[src/rtl/irqc_pkg.sv]
package irqc_pkg;

  localparam int UNIT_LINES = 8;
  localparam int TOTAL_LINES = 2 * UNIT_LINES;

  typedef struct packed {
    logic [UNIT_LINES-1:0] m_set;
    logic [UNIT_LINES-1:0] m_clr;
    logic [UNIT_LINES-1:0] s_set;
    logic [UNIT_LINES-1:0] s_clr;
    logic                  s_drop;
  } evt_effect_t;

  // vector lies inside the eight-entry window starting at base
  function automatic logic in_window(input logic [7:0] vec, input logic [7:0] base);
    logic [8:0] top;
    top = {1'b0, base} + 9'd7;
    return ({1'b0, vec} >= {1'b0, base}) && ({1'b0, vec} <= top);
  endfunction

  function automatic logic [7:0] make_vector(input logic [7:0] base, input logic [2:0] idx);
    return base + {5'd0, idx};
  endfunction

  // lowest set bit: {found, index}
  function automatic logic [3:0] lowest_set(input logic [UNIT_LINES-1:0] bits);
    logic [3:0] r;
    r = 4'd0;
    for (int i = UNIT_LINES - 1; i >= 0; i--) begin
      if (bits[i]) r = {1'b1, 3'(i)};
    end
    return r;
  endfunction

endpackage

[src/rtl/irqc_evt_decode.sv]
module irqc_evt_decode
  import irqc_pkg::*;
#(
  parameter int LINE_W      = 5,
  parameter int CASCADE_PIN = 2,
  parameter int ALIAS_FROM  = 2,
  parameter int ALIAS_TO    = 9
) (
  input  logic              evt_valid,
  input  logic              evt_raise,
  input  logic [LINE_W-1:0] evt_line,
  output evt_effect_t       eff,
  output logic              evt_inrange
);

  logic [LINE_W-1:0] eff_line;

  always_comb begin
    eff      = '0;
    eff_line = (int'(evt_line) == ALIAS_FROM) ? LINE_W'(ALIAS_TO) : evt_line;
    evt_inrange = evt_valid && (int'(eff_line) < TOTAL_LINES);
    if (evt_inrange) begin
      if (int'(eff_line) < UNIT_LINES) begin
        if (evt_raise) eff.m_set[eff_line[2:0]] = 1'b1;
        else           eff.m_clr[eff_line[2:0]] = 1'b1;
      end else begin
        if (evt_raise) begin
          eff.s_set[eff_line[2:0]] = 1'b1;
          eff.m_set[CASCADE_PIN]   = 1'b1;
        end else begin
          eff.s_clr[eff_line[2:0]] = 1'b1;
          eff.s_drop               = 1'b1;
        end
      end
    end
  end

endmodule

[src/rtl/irqc_ack_decode.sv]
module irqc_ack_decode
  import irqc_pkg::*;
(
  input  logic       ack_valid,
  input  logic [7:0] ack_vector,
  input  logic [7:0] mst_base,
  input  logic [7:0] slv_base,
  output logic       hit_mst,
  output logic       hit_slv,
  output logic [2:0] ack_idx
);

  logic       in_m;
  logic       in_s;
  logic [7:0] m_off;

  always_comb begin
    in_m    = in_window(ack_vector, mst_base);
    in_s    = in_window(ack_vector, slv_base);
    m_off   = ack_vector - mst_base;
    hit_mst = ack_valid && in_m;
    hit_slv = ack_valid && !in_m && in_s;
    ack_idx = in_m ? m_off[2:0] : ack_vector[2:0];
  end

endmodule

[src/rtl/irqc_prio_select.sv]
module irqc_prio_select
  import irqc_pkg::*;
#(
  parameter int CASCADE_PIN = 2
) (
  input  logic [7:0] mreq,
  input  logic [7:0] mmask,
  input  logic [7:0] sreq,
  input  logic [7:0] smask,
  input  logic [7:0] cascade,
  input  logic [7:0] mbase,
  input  logic [7:0] sbase,
  output logic       pend,
  output logic [7:0] vec
);

  localparam logic [7:0] ABOVE_PIN = 8'((1 << CASCADE_PIN) - 1);
  localparam logic [7:0] BELOW_PIN = ~8'((2 << CASCADE_PIN) - 1);

  logic [7:0] m_live;
  logic [7:0] s_live;
  logic       s_open;
  logic [3:0] pick_hi;
  logic [3:0] pick_sl;
  logic [3:0] pick_lo;

  always_comb begin
    m_live  = mreq & ~mmask;
    s_live  = sreq & ~smask;
    s_open  = !mmask[CASCADE_PIN];
    pick_hi = lowest_set(m_live & ABOVE_PIN);
    pick_sl = lowest_set(s_live);
    pick_lo = lowest_set(m_live & BELOW_PIN);
    pend    = (|(m_live & ~cascade)) || (s_open && (|s_live));
    if (pick_hi[3])                vec = make_vector(mbase, pick_hi[2:0]);
    else if (s_open && pick_sl[3]) vec = make_vector(sbase, pick_sl[2:0]);
    else if (pick_lo[3])           vec = make_vector(mbase, pick_lo[2:0]);
    else                           vec = 8'd0;
  end

endmodule

[src/rtl/irq_cascade_resolver.sv]
module irq_cascade_resolver
  import irqc_pkg::*;
#(
  parameter int         LINE_W       = 5,
  parameter int         CASCADE_PIN  = 2,
  parameter int         ALIAS_FROM   = 2,
  parameter int         ALIAS_TO     = 9,
  parameter logic [7:0] MST_LVL_KEEP = 8'hF8,
  parameter logic [7:0] SLV_LVL_KEEP = 8'hDE
) (
  input  logic              clk,
  input  logic              rst_n,
  input  logic              evt_valid,
  input  logic              evt_raise,
  input  logic [LINE_W-1:0] evt_line,
  input  logic [7:0]        mst_mask,
  input  logic [7:0]        slv_mask,
  input  logic [7:0]        mst_base,
  input  logic [7:0]        slv_base,
  input  logic [7:0]        cascade_word,
  input  logic              lvl_wr_en,
  input  logic              lvl_wr_sel,
  input  logic [7:0]        lvl_wr_data,
  input  logic              ack_valid,
  input  logic [7:0]        ack_vector,
  output logic              irq_pending,
  output logic [7:0]        irq_vector,
  output logic [7:0]        mst_req,
  output logic [7:0]        slv_req,
  output logic [7:0]        mst_isr,
  output logic [7:0]        slv_isr,
  output logic [7:0]        lvl_mst,
  output logic [7:0]        lvl_slv
);

  evt_effect_t evt_eff;
  logic        evt_inrange;
  logic        hit_mst;
  logic        hit_slv;
  logic [2:0]  ack_idx;
  logic        ack_take_mst;
  logic        ack_take_slv;
  logic [7:0]  mreq_a, sreq_a, misr_n, sisr_n;
  logic [7:0]  mreq_n, sreq_n, mlvl_n, slvl_n;
  logic        pend_n;
  logic [7:0]  vec_n;

  irqc_evt_decode #(
    .LINE_W(LINE_W), .CASCADE_PIN(CASCADE_PIN),
    .ALIAS_FROM(ALIAS_FROM), .ALIAS_TO(ALIAS_TO)
  ) u_evt (
    .evt_valid(evt_valid), .evt_raise(evt_raise), .evt_line(evt_line),
    .eff(evt_eff), .evt_inrange(evt_inrange)
  );

  irqc_ack_decode u_ack (
    .ack_valid(ack_valid), .ack_vector(ack_vector),
    .mst_base(mst_base), .slv_base(slv_base),
    .hit_mst(hit_mst), .hit_slv(hit_slv), .ack_idx(ack_idx)
  );

  // acknowledge first, then line events on top of it
  always_comb begin
    ack_take_mst = hit_mst && mst_req[ack_idx] && !mst_mask[ack_idx];
    ack_take_slv = hit_slv && slv_req[ack_idx] && !slv_mask[ack_idx];
    mreq_a = mst_req;
    sreq_a = slv_req;
    misr_n = mst_isr;
    sisr_n = slv_isr;
    if (ack_take_mst) begin
      misr_n[ack_idx] = 1'b1;
      if (!lvl_mst[ack_idx]) mreq_a[ack_idx] = 1'b0;
    end
    if (ack_take_slv) begin
      sisr_n[ack_idx]     = 1'b1;
      misr_n[CASCADE_PIN] = 1'b1;
      if (!lvl_slv[ack_idx])     sreq_a[ack_idx]     = 1'b0;
      if (!lvl_mst[CASCADE_PIN]) mreq_a[CASCADE_PIN] = 1'b0;
    end
    sreq_n = (sreq_a | evt_eff.s_set) & ~evt_eff.s_clr;
    mreq_n = (mreq_a | evt_eff.m_set) & ~evt_eff.m_clr;
    if (evt_eff.s_drop && ((sreq_n & ~slv_mask) == 8'd0)) mreq_n[CASCADE_PIN] = 1'b0;
    mlvl_n = lvl_mst;
    slvl_n = lvl_slv;
    if (lvl_wr_en && !lvl_wr_sel) mlvl_n = lvl_wr_data & MST_LVL_KEEP;
    if (lvl_wr_en &&  lvl_wr_sel) slvl_n = lvl_wr_data & SLV_LVL_KEEP;
  end

  irqc_prio_select #(.CASCADE_PIN(CASCADE_PIN)) u_prio (
    .mreq(mreq_n), .mmask(mst_mask), .sreq(sreq_n), .smask(slv_mask),
    .cascade(cascade_word), .mbase(mst_base), .sbase(slv_base),
    .pend(pend_n), .vec(vec_n)
  );

  always_ff @(posedge clk) begin
    if (!rst_n) begin
      mst_req     <= '0;
      slv_req     <= '0;
      mst_isr     <= '0;
      slv_isr     <= '0;
      lvl_mst     <= '0;
      lvl_slv     <= '0;
      irq_pending <= 1'b0;
      irq_vector  <= '0;
    end else begin
      mst_req     <= mreq_n;
      slv_req     <= sreq_n;
      mst_isr     <= misr_n;
      slv_isr     <= sisr_n;
      lvl_mst     <= mlvl_n;
      lvl_slv     <= slvl_n;
      irq_pending <= pend_n;
      irq_vector  <= vec_n;
    end
  end

endmodule

[config.mk]
export PLATFORM = sky130hd
export DESIGN_NAME = irq_cascade_resolver
export DESIGN_NICKNAME = d
export VERILOG_FILES = /design/src/rtl/irqc_pkg.sv /design/src/rtl/irqc_evt_decode.sv /design/src/rtl/irqc_ack_decode.sv /design/src/rtl/irqc_prio_select.sv /design/src/rtl/irq_cascade_resolver.sv
export SDC_FILE = /design/constraint.sdc
export NUM_CORES = 1
export LEC_CHECK = 0
export BUFFER_PORTS_ARGS = -buffer_cell sky130_fd_sc_hd__buf_2
export CAP_MARGIN = 15
export CELL_PAD_IN_SITES_DETAIL_PLACEMENT = 0
export CELL_PAD_IN_SITES_GLOBAL_PLACEMENT = 1
export CORE_ASPECT_RATIO = 1.4
export CORE_UTILIZATION = 35
export CTS_CLUSTER_SIZE = 24
export DETAILED_ROUTE_END_ITERATION = 10
export HOLD_SLACK_MARGIN = 0.02
export PLACE_DENSITY_LB_ADDON = 0.1
export RECOVER_POWER = 25
export SYNTH_ARGS = -nofsm -noshare
export SYNTH_HDL_FRONTEND = slang
export SYNTH_SLANG_ARGS = --single-unit
[constraint.sdc]
create_clock -name clk -period 5.3 [get_ports clk]
set_input_delay 0.53 -clock clk [delete_from_list [all_inputs] [get_ports clk]]
set_output_delay 0.53 -clock clk [all_outputs]
set_load 0.01 [all_outputs]
==> results of run 1 <==
-- flip-flops by register name (all words and copies together) (netlist names) --
| signal | count |
|---|---|
| lvl_slv | 6 |
| slv_req | 8 |
| mst_isr | 8 |
| irq_vector | 8 |
| lvl_mst | 5 |
| mst_req | 8 |
| irq_pending | 1 |
| slv_isr | 8 |
-- worst reg2reg max path: cells and delay by family, from the launching register on --
kind,cells,cell delay (ps)
AO/OA/AOI/OAI,8,1290
AND/OR/NAND/NOR,5,1410
flip-flops,1,350
adder cells (fa/ha/maj),2,560
XOR/XNOR,1,130
buffers and inverters,1,40
-- report_power, final --
| part | switching (mW) | internal [mW] |
|---|---|---|
| registers | 0.00636 | 0.400 |
| clock network | 0.165 | 0.223 |
| logic | 0.305 | 0.267 |
-- cell usage in the layout, fill, tap and decap left out, drive strengths merged, types with 28 or more instances in the layout --
cell type,n
a21oi,53
buf,258
dfxtp,52
ha,42
inv,37
nand2,38
nor2,99
o21ai,30
xnor2,28
-- worst max-delay path by stage --
| stage | start | endpoint | slack (ps) |
|---|---|---|---|
| after global routing | mst_base[0] | irq_vector[6] | -440 |
| final | mst_base[1] | irq_vector[6] | -120 |
| after floorplan | mst_base[1] | irq_vector[6] | -140 |
| after CTS | mst_base[1] | irq_vector[6] | -70 |
| after global placement | mst_base[1] | irq_vector[2] | -430 |
| after detailed placement | mst_base[1] | irq_vector[6] | -570 |
-- layer usage --
| layer | part of all wire | wire (um) |
|---|---|---|
| met1 | 0.38 | 7710 |
| met2 | 0.52 | 10700 |
| met3 | 0.042 | 854 |
| met4 | 0.060 | 1220 |
| met5 | 0 | 0 |
-- logic make-up (layout without fill, tap and decap cells) --
logic type,Yosys count,after routing,synth area share
other,1,5,0.000762
buffers and inverters,65,318,0.0572
AOI/OAI and AO/OA,187,187,0.264
DFF,52,52,0.212
muxes,8,8,0.0173
xor gates and xnor gates,29,29,0.0516
and+or+nand+nor,275,275,0.278
adders and majority gates,45,45,0.119
-- metrics by stage --
step	power, mW	util
after CTS	1.34	0.520
after floorplan	0.667	-
final	1.37	0.538
after global placement	0.915	0.496
after global routing	1.43	0.538
after detailed placement	0.920	0.496
-- timing repair --
| action | 4_1_cts | 5_1_grt |
|---|---|---|
| pin swaps | 12 | 34 |
| buffers inserted | 4 | 10 |
| setup endpoints to repair | 5 | 6 |
| resized for setup | 31 | 40 |
| hold buffers | 0 | 0 |
-- area by class of cell --
class	count	share of cell area
repair buffers	272	0.243
clock inverters	3	0.00583
inverters	38	0.0201
flip-flops and latches	52	0.143
clock buffers	5	0.0171
well taps	182	0.0312
multi-input cells	549	0.540
==> metrics.txt, run 1 <==
routed len/inst=18.6 um; initial antenna violation count=0; row count=50; setup violators final=2; Worst path max stage delay=390 ps; number of global-route vias before repair=5754; die area=0.0145 mm^2; Slew Viols, Final=41; met2 usage=0.521; minimum hold slack=464 ps; Layout Cells excl Fill=1101; status=finished, violations left; Hold Path Origin=lvl_wr_data[3]; Final HPWL DP=17000 um; top-count cell post-synth=nor2_1; post-route cell area=0.00730 mm^2; met3 Resource Use GR=0.0309; Max Cap Viol=1; H-tree depth=2; r2r worst-path depth=17; first-pass GRT wire length=30700 um; met1 usage=0.310; failing checks=capacitance limit, slew limit, setup timing; Die Wd=102 um; Reg-to-Reg End=irq_vector[6]; ys flop type=dfxtp_1; CP max-delay cell=or3b_4; synthesized instance count=662; Least-Margin Pin Slew=1910 ps; area of the multi-input gates=0.00394 mm^2; FFs w/ async S/R, synth=0; worst vdd ir=0.000141 V; commonest cells in the netlist=nor2_1 (98), a21oi_1 (53), dfxtp_1 (52); remaining routing DRC violations=0; I/O Pins=125; Avg Cell Area, Syn=7.43 um^2; Final Cycle Share=1.02; # clock sinks=52; Hold Crit Class=in -> reg; CTS max path bufs=2; DP Area=0.00674 mm^2; P per Cell Area=187 mW/mm^2; gr usage total=0.283; Seq/Total Area, Yosys=0.212; worst rel slew slack=-0.274; yosys warns=0; final setup margin=-121 ps; Starting Density=0.362; post-DR vias/cell=5.42; arrival time worst endpoint=5650 ps; DR vias=5970; worst r2r src=slv_req[5]; remaining antenna violation count=0; setup slack, reg-to-reg=1450 ps; Worst Setup Start Kind=input pin; Cell variety after synth=81; DRT iter0 DRCs=262; EDFF count, synth=0; grt ovf=0; Hold Path Depth=3; register area=0.00104 mm^2; Die Ht=142 um; CTS Buf Count=5; P_leak=3.28 nW; Req. time, crit path=5530 ps; Fmax=0.184 GHz; Layout fillers=1414; cell depth of the worst setup path=29; largest net degree at the start of global routing=41; CTS tree=built; CP top delay family=compound AO/OA/AOI/OAI gates; clk_lat worst skew=310 ps; post-synth top area share=0.212; RSZ-0062 raised after global routing=yes; cell taking the most area after synthesis=dfxtp_1; WHS Endpoint=lvl_mst[3]; Worst-path clk slew=80 ps; minimum clock period=5420 ps; Area Overhead vs Synth=48.4%; Clock Skew=14.4 ps; Final GP Congestion=0.923; FF+latch count, synth=52; Crit Path Category=in -> reg; synth top area cells=dfxtp_1 (21%), ha_1 (11%), nor2_1 (7.5%), a21oi_1 (5.4%), xnor2_1 (5.0%); Final Hold Fails=0; Antenna Cells=0; gr busiest metal=met2; crit path capture type=flip-flop; Netlist Area Pre-Place=0.00492 mm^2; layout cells sized above 1=0.372; Final TNS setup=-152 ps; fin nets=1031; Place WS=-567 ps; Root Buffer=clkbuf_16; Max FO, Critical Path=7; CP bufs+invs=5; core region area=0.0136 mm^2; # port buffers=118; post-placement cell count=1080; Routed Wire Length=20500 um; TritonRoute pass-1 iters=5; CP dominant cell by count=buf_4
Power figures use the tool's default switching activity.
==> run 2: changes to the inputs <==
--- a/config.mk
+++ b/config.mk
@@ -16,6 +16,7 @@
 export HOLD_SLACK_MARGIN = 0.02
 export PLACE_DENSITY_LB_ADDON = 0.1
 export RECOVER_POWER = 25
+export SKIP_CTS_REPAIR_TIMING = 1
 export SYNTH_ARGS = -nofsm -noshare
 export SYNTH_HDL_FRONTEND = slang
 export SYNTH_SLANG_ARGS = --single-unit
==> run 2 against run 1 <==
Against the previous run: the run still ends with capacitance limit, slew limit, setup timing left; sequential cell count unchanged; worst setup slack got worse by 89 ps; design area decreased by 2.2%; first-iteration DRC count decreased by 1.5%; combinational power decreased by 4.4%; non-clock buffer count decreased by 4; critical path depth unchanged; worst hold slack improved by 1.3 ps; sequential share of layout area increased by 0.33 points; via count decreased by 1.5%; critical path type unchanged; critical endpoint unchanged.
==> metrics.txt, run 2 (synthesized netlist as in run 1, its figures left out) <==
Slew Viols, Final=41; Crit Path Category=in -> reg; initial antenna violation count=0; Root Buffer=clkbuf_16; clk_lat worst skew=310 ps; Final HPWL DP=17000 um; Max FO, Critical Path=7; status=finished, violations left; die area=0.0145 mm^2; TritonRoute pass-1 iters=5; P per Cell Area=188 mW/mm^2; Hold Crit Class=in -> reg; DR vias=5880; crit path capture type=flip-flop; commonest non-fill, non-tap cell in the layout=buf_4; worst rel slew slack=-0.254; Die Wd=102 um; Worst-path clk slew=80 ps; Hold Path Depth=3; CTS max path bufs=2; H-tree depth=2; CP dominant cell by count=buf_4; minimum clock period=5510 ps; RSZ-0062 raised after global routing=yes; Final Cycle Share=1.04; # port buffers=118; I/O Pins=125; Final GP Congestion=0.923; setup violators final=2; # clock sinks=52; remaining antenna violation count=0; post-DR vias/cell=5.36; Place WS=-567 ps; CP max-delay cell=or3b_4; Final Hold Fails=0; Antenna Cells=0; CTS tree=built; row count=50; number of global-route vias before repair=5670; routed len/inst=18.4 um; first-pass GRT wire length=30400 um; Routed Wire Length=20200 um; Final Util=0.526; Max Cap Viol=1; DRT iter0 DRCs=258; Area Overhead vs Synth=45.0%; Worst Setup Start Kind=input pin; arrival time worst endpoint=5740 ps; remaining routing DRC violations=0; Req. time, crit path=5530 ps; DP Area=0.00674 mm^2; gr usage total=0.280; core region area=0.0136 mm^2; Clock Skew=13.8 ps; r2r worst-path depth=21; largest net degree at the start of global routing=41; post-route cell area=0.00714 mm^2; CTS Buf Count=5; worst vdd ir=0.000141 V; Die Ht=142 um; failing checks=capacitance limit, slew limit, setup timing; Starting Density=0.362; Worst path max stage delay=400 ps; layout cells sized above 1=0.346; most frequent cells in the layout=buf_4 (145), buf_2 (103), nor2_1 (96); Least-Margin Pin Slew=1880 ps; grt ovf=0; Fmax=0.181 GHz; P_leak=3.22 nW; fin nets=1027; final setup margin=-211 ps
## run 2: cell types whose count changed in the layout (fill, tap and decap cells not counted), sizes merged
cell,change
buf,-4
## run 2: cell type report
class | instances | area (um^2)
repair buffers | 268 | 1740
well taps | 182 | 228
multi-input cells | 549 | 3810
flip-flops and latches | 52 | 1040
clock buffers | 5 | 125
clock inverters | 3 | 42.5
fillers | 1430 | 6440
inverters | 38 | 149
## run 2: power breakdown
group          internal [mW]  switching, mW  leakage (nW)
logic                  0.253          0.294          2.72
registers              0.400        0.00617         0.421
clock network          0.223          0.163        0.0798
total                  0.875          0.463          3.22
## run 2: worst max-delay path: cells and delay by family
kind                       cells  cell delay (ps)
adders and majority gates      4             1040
buffers and inverters          6              630
and+or+nand+nor                6             1300
AOI/OAI and AO/OA             10             1730
muxes                          1              260
xor gates and xnor gates       2              250
## run 2: through the flow
stage	total power [mW]	instances	TNS (ps)	hold slack, ps
final	1.34	1097	-249	465
after global routing	1.41	1097	-1550	470
after CTS	1.31	1088	-656	466
after detailed placement	0.920	1080	-2580	458
after global placement	0.915	1080	-1930	449
after floorplan	0.667	666	-137	489
## run 2: final timing paths
path         slack, ps            from       endpoint
max reg2reg       1250      slv_req[3]  irq_vector[6]
min reg2reg        470      slv_isr[6]     slv_isr[6]
max               -210     mst_base[1]  irq_vector[6]
min                470  lvl_wr_data[3]     lvl_mst[3]
## run 2: metal layers
layer  global-route usage  vias up  part of all wire
met5                    0        -                 0
met2                0.517      178              0.53
met1                0.306     2743              0.38
met3               0.0324       51             0.037
li1                     -     2908                 -
met4                0.147        0             0.055
==> run 3: changes to the inputs <==
--- a/config.mk
+++ b/config.mk
@@ -10,7 +10,7 @@
 export CELL_PAD_IN_SITES_DETAIL_PLACEMENT = 0
 export CELL_PAD_IN_SITES_GLOBAL_PLACEMENT = 1
 export CORE_ASPECT_RATIO = 1.4
-export CORE_UTILIZATION = 35
+export CORE_UTILIZATION = 25
 export CTS_CLUSTER_SIZE = 24
 export DETAILED_ROUTE_END_ITERATION = 10
 export HOLD_SLACK_MARGIN = 0.02
==> run 3 against run 2 <==
Against the previous run: the run still ends with capacitance limit, slew limit, setup timing left; power increased by 1.6%; sequential share of layout area decreased by 0.28 points; sequential power about the same; die area increased by 39%; fmax increased by 0.72%; non-clock buffer count increased by 3; design area increased by 2.0%; wire length increased by 9.0%; utilization decreased by 15 points; register-to-register slack improved by 210 ps; critical path type unchanged; highest routed layer unchanged.
==> metrics.txt, run 3 (synthesized netlist as in run 1, its figures left out) <==
CP max-delay cell=or3b_4; met2 usage=0.394; CTS max path bufs=2; # port buffers=118; clock share of power=0.284; Final Hold Fails=0; Worst path max stage delay=400 ps; Layout fillers=2112; core region area=0.0192 mm^2; Worst-path clk slew=70 ps; Hold Crit Class=in -> reg; Final GP Congestion=0.948; P_leak=3.24 nW; largest net degree at the start of global routing=39; Die Wd=121 um; failing checks=capacitance limit, slew limit, setup timing; first-pass GRT wire length=32800 um; worst rel slew slack=-0.257; area of the multi-input gates=0.00386 mm^2; DR vias=5903; H-tree depth=2; crit path capture type=flip-flop; Root Buffer=clkbuf_16; # clock sinks=52; Starting Density=0.256; Worst Setup Start Kind=input pin; post-route cell area=0.00728 mm^2; Slew Viols, Final=39; status=finished, violations left; Sw Share=0.350; minimum clock period=5470 ps; Crit Path Category=in -> reg; Max Cap Viol=1; I/O Pins=125; met1 usage=0.235; Fmax=0.183 GHz; Clock Skew=9.92 ps; Area Overhead vs Synth=47.9%; fin nets=1030; number of global-route vias before repair=5920; post-placement cell count=1142; CTS Buf Count=5; Max FO, Critical Path=4; DRT iter0 DRCs=303; register share of total power=0.299; worst vdd ir=0.000116 V; remaining routing DRC violations=0; gr busiest metal=met2; final setup margin=-171 ps; Combinational Power Share=0.417; grt ovf=0; Req. time, crit path=5530 ps; Antenna Cells=0; DP Area=0.00678 mm^2; Final HPWL DP=18400 um; gr usage total=0.215; initial antenna violation count=0; routed len/inst=18.9 um; TritonRoute pass-1 iters=5; commonest non-fill, non-tap cell in the layout=buf_4; P per Cell Area=187 mW/mm^2; row count=60; die area=0.0203 mm^2; met3 Resource Use GR=0.0288; Least-Margin Pin Slew=1890 ps; Layout Cells excl Fill=1166; remaining antenna violation count=0; Final TNS setup=-336 ps; RSZ-0062 raised after global routing=yes; register area=0.00104 mm^2; switching power=0.476 mW; layout cells sized above 1=0.359; most frequent cells in the layout=buf_4 (146), buf_2 (102), nor2_1 (96); Final Cycle Share=1.03; post-DR vias/cell=5.06; Die Ht=168 um; P_int=0.884 mW; clk_lat worst skew=310 ps; Routed Wire Length=22100 um; CTS tree=built; setup violators final=4; arrival time worst endpoint=5700 ps
[run 3: stage by stage]
stage	setup WS [ps]	power [mW]	util	hold WS, ps
global placement	-646	0.920	0.353	451
CTS	-452	1.32	0.361	460
global route	-440	1.43	0.379	470
finish	-171	1.36	0.379	455
detailed placement	-767	0.922	0.353	456
floorplan	-137	0.667	-	489
[run 3: per-layer routing]
metal / share of wire / up-vias
met5: 0 / -
met1: 0.39 / 2768
met2: 0.52 / 177
li1: - / 2912
met3: 0.038 / 46
met4: 0.053 / 0
[run 3: cell type report]
class / instances / share of cell area
clock inverter: 2 / 0.00482
inverter: 38 / 0.0201
timing repair buffer: 271 / 0.240
tap: 248 / 0.0426
multi-input combinational: 549 / 0.531
clock buffer: 6 / 0.0177
sequential: 52 / 0.143
[run 3: final timing paths]
check,to,depth (start not counted),start,slack (ps)
max,irq_vector[6],30,mst_base[1],-170
max reg2reg,irq_vector[6],17,slv_req[5],1460
min reg2reg,slv_isr[4],2,slv_isr[4],470
min,lvl_mst[5],3,lvl_wr_data[5],450
[run 3: power groups by stage]
| stage | registers (mW) | clock network [mW] | logic, mW |
|---|---|---|---|
| after floorplan | 0.419 | 0 | 0.248 |
| after global placement | 0.416 | 0 | 0.504 |
| after detailed placement | 0.416 | 0 | 0.506 |
| after CTS | 0.407 | 0.401 | 0.509 |
| after global routing | 0.408 | 0.415 | 0.612 |
| final | 0.407 | 0.386 | 0.567 |
[run 3: critical path: cells and delay by family]
family / cells / cell delay (ps)
simple gates: 9 / 1560
xor+xnor: 2 / 200
compound gates: 10 / 1780
fa+ha+maj: 4 / 1040
buf+inv: 5 / 560
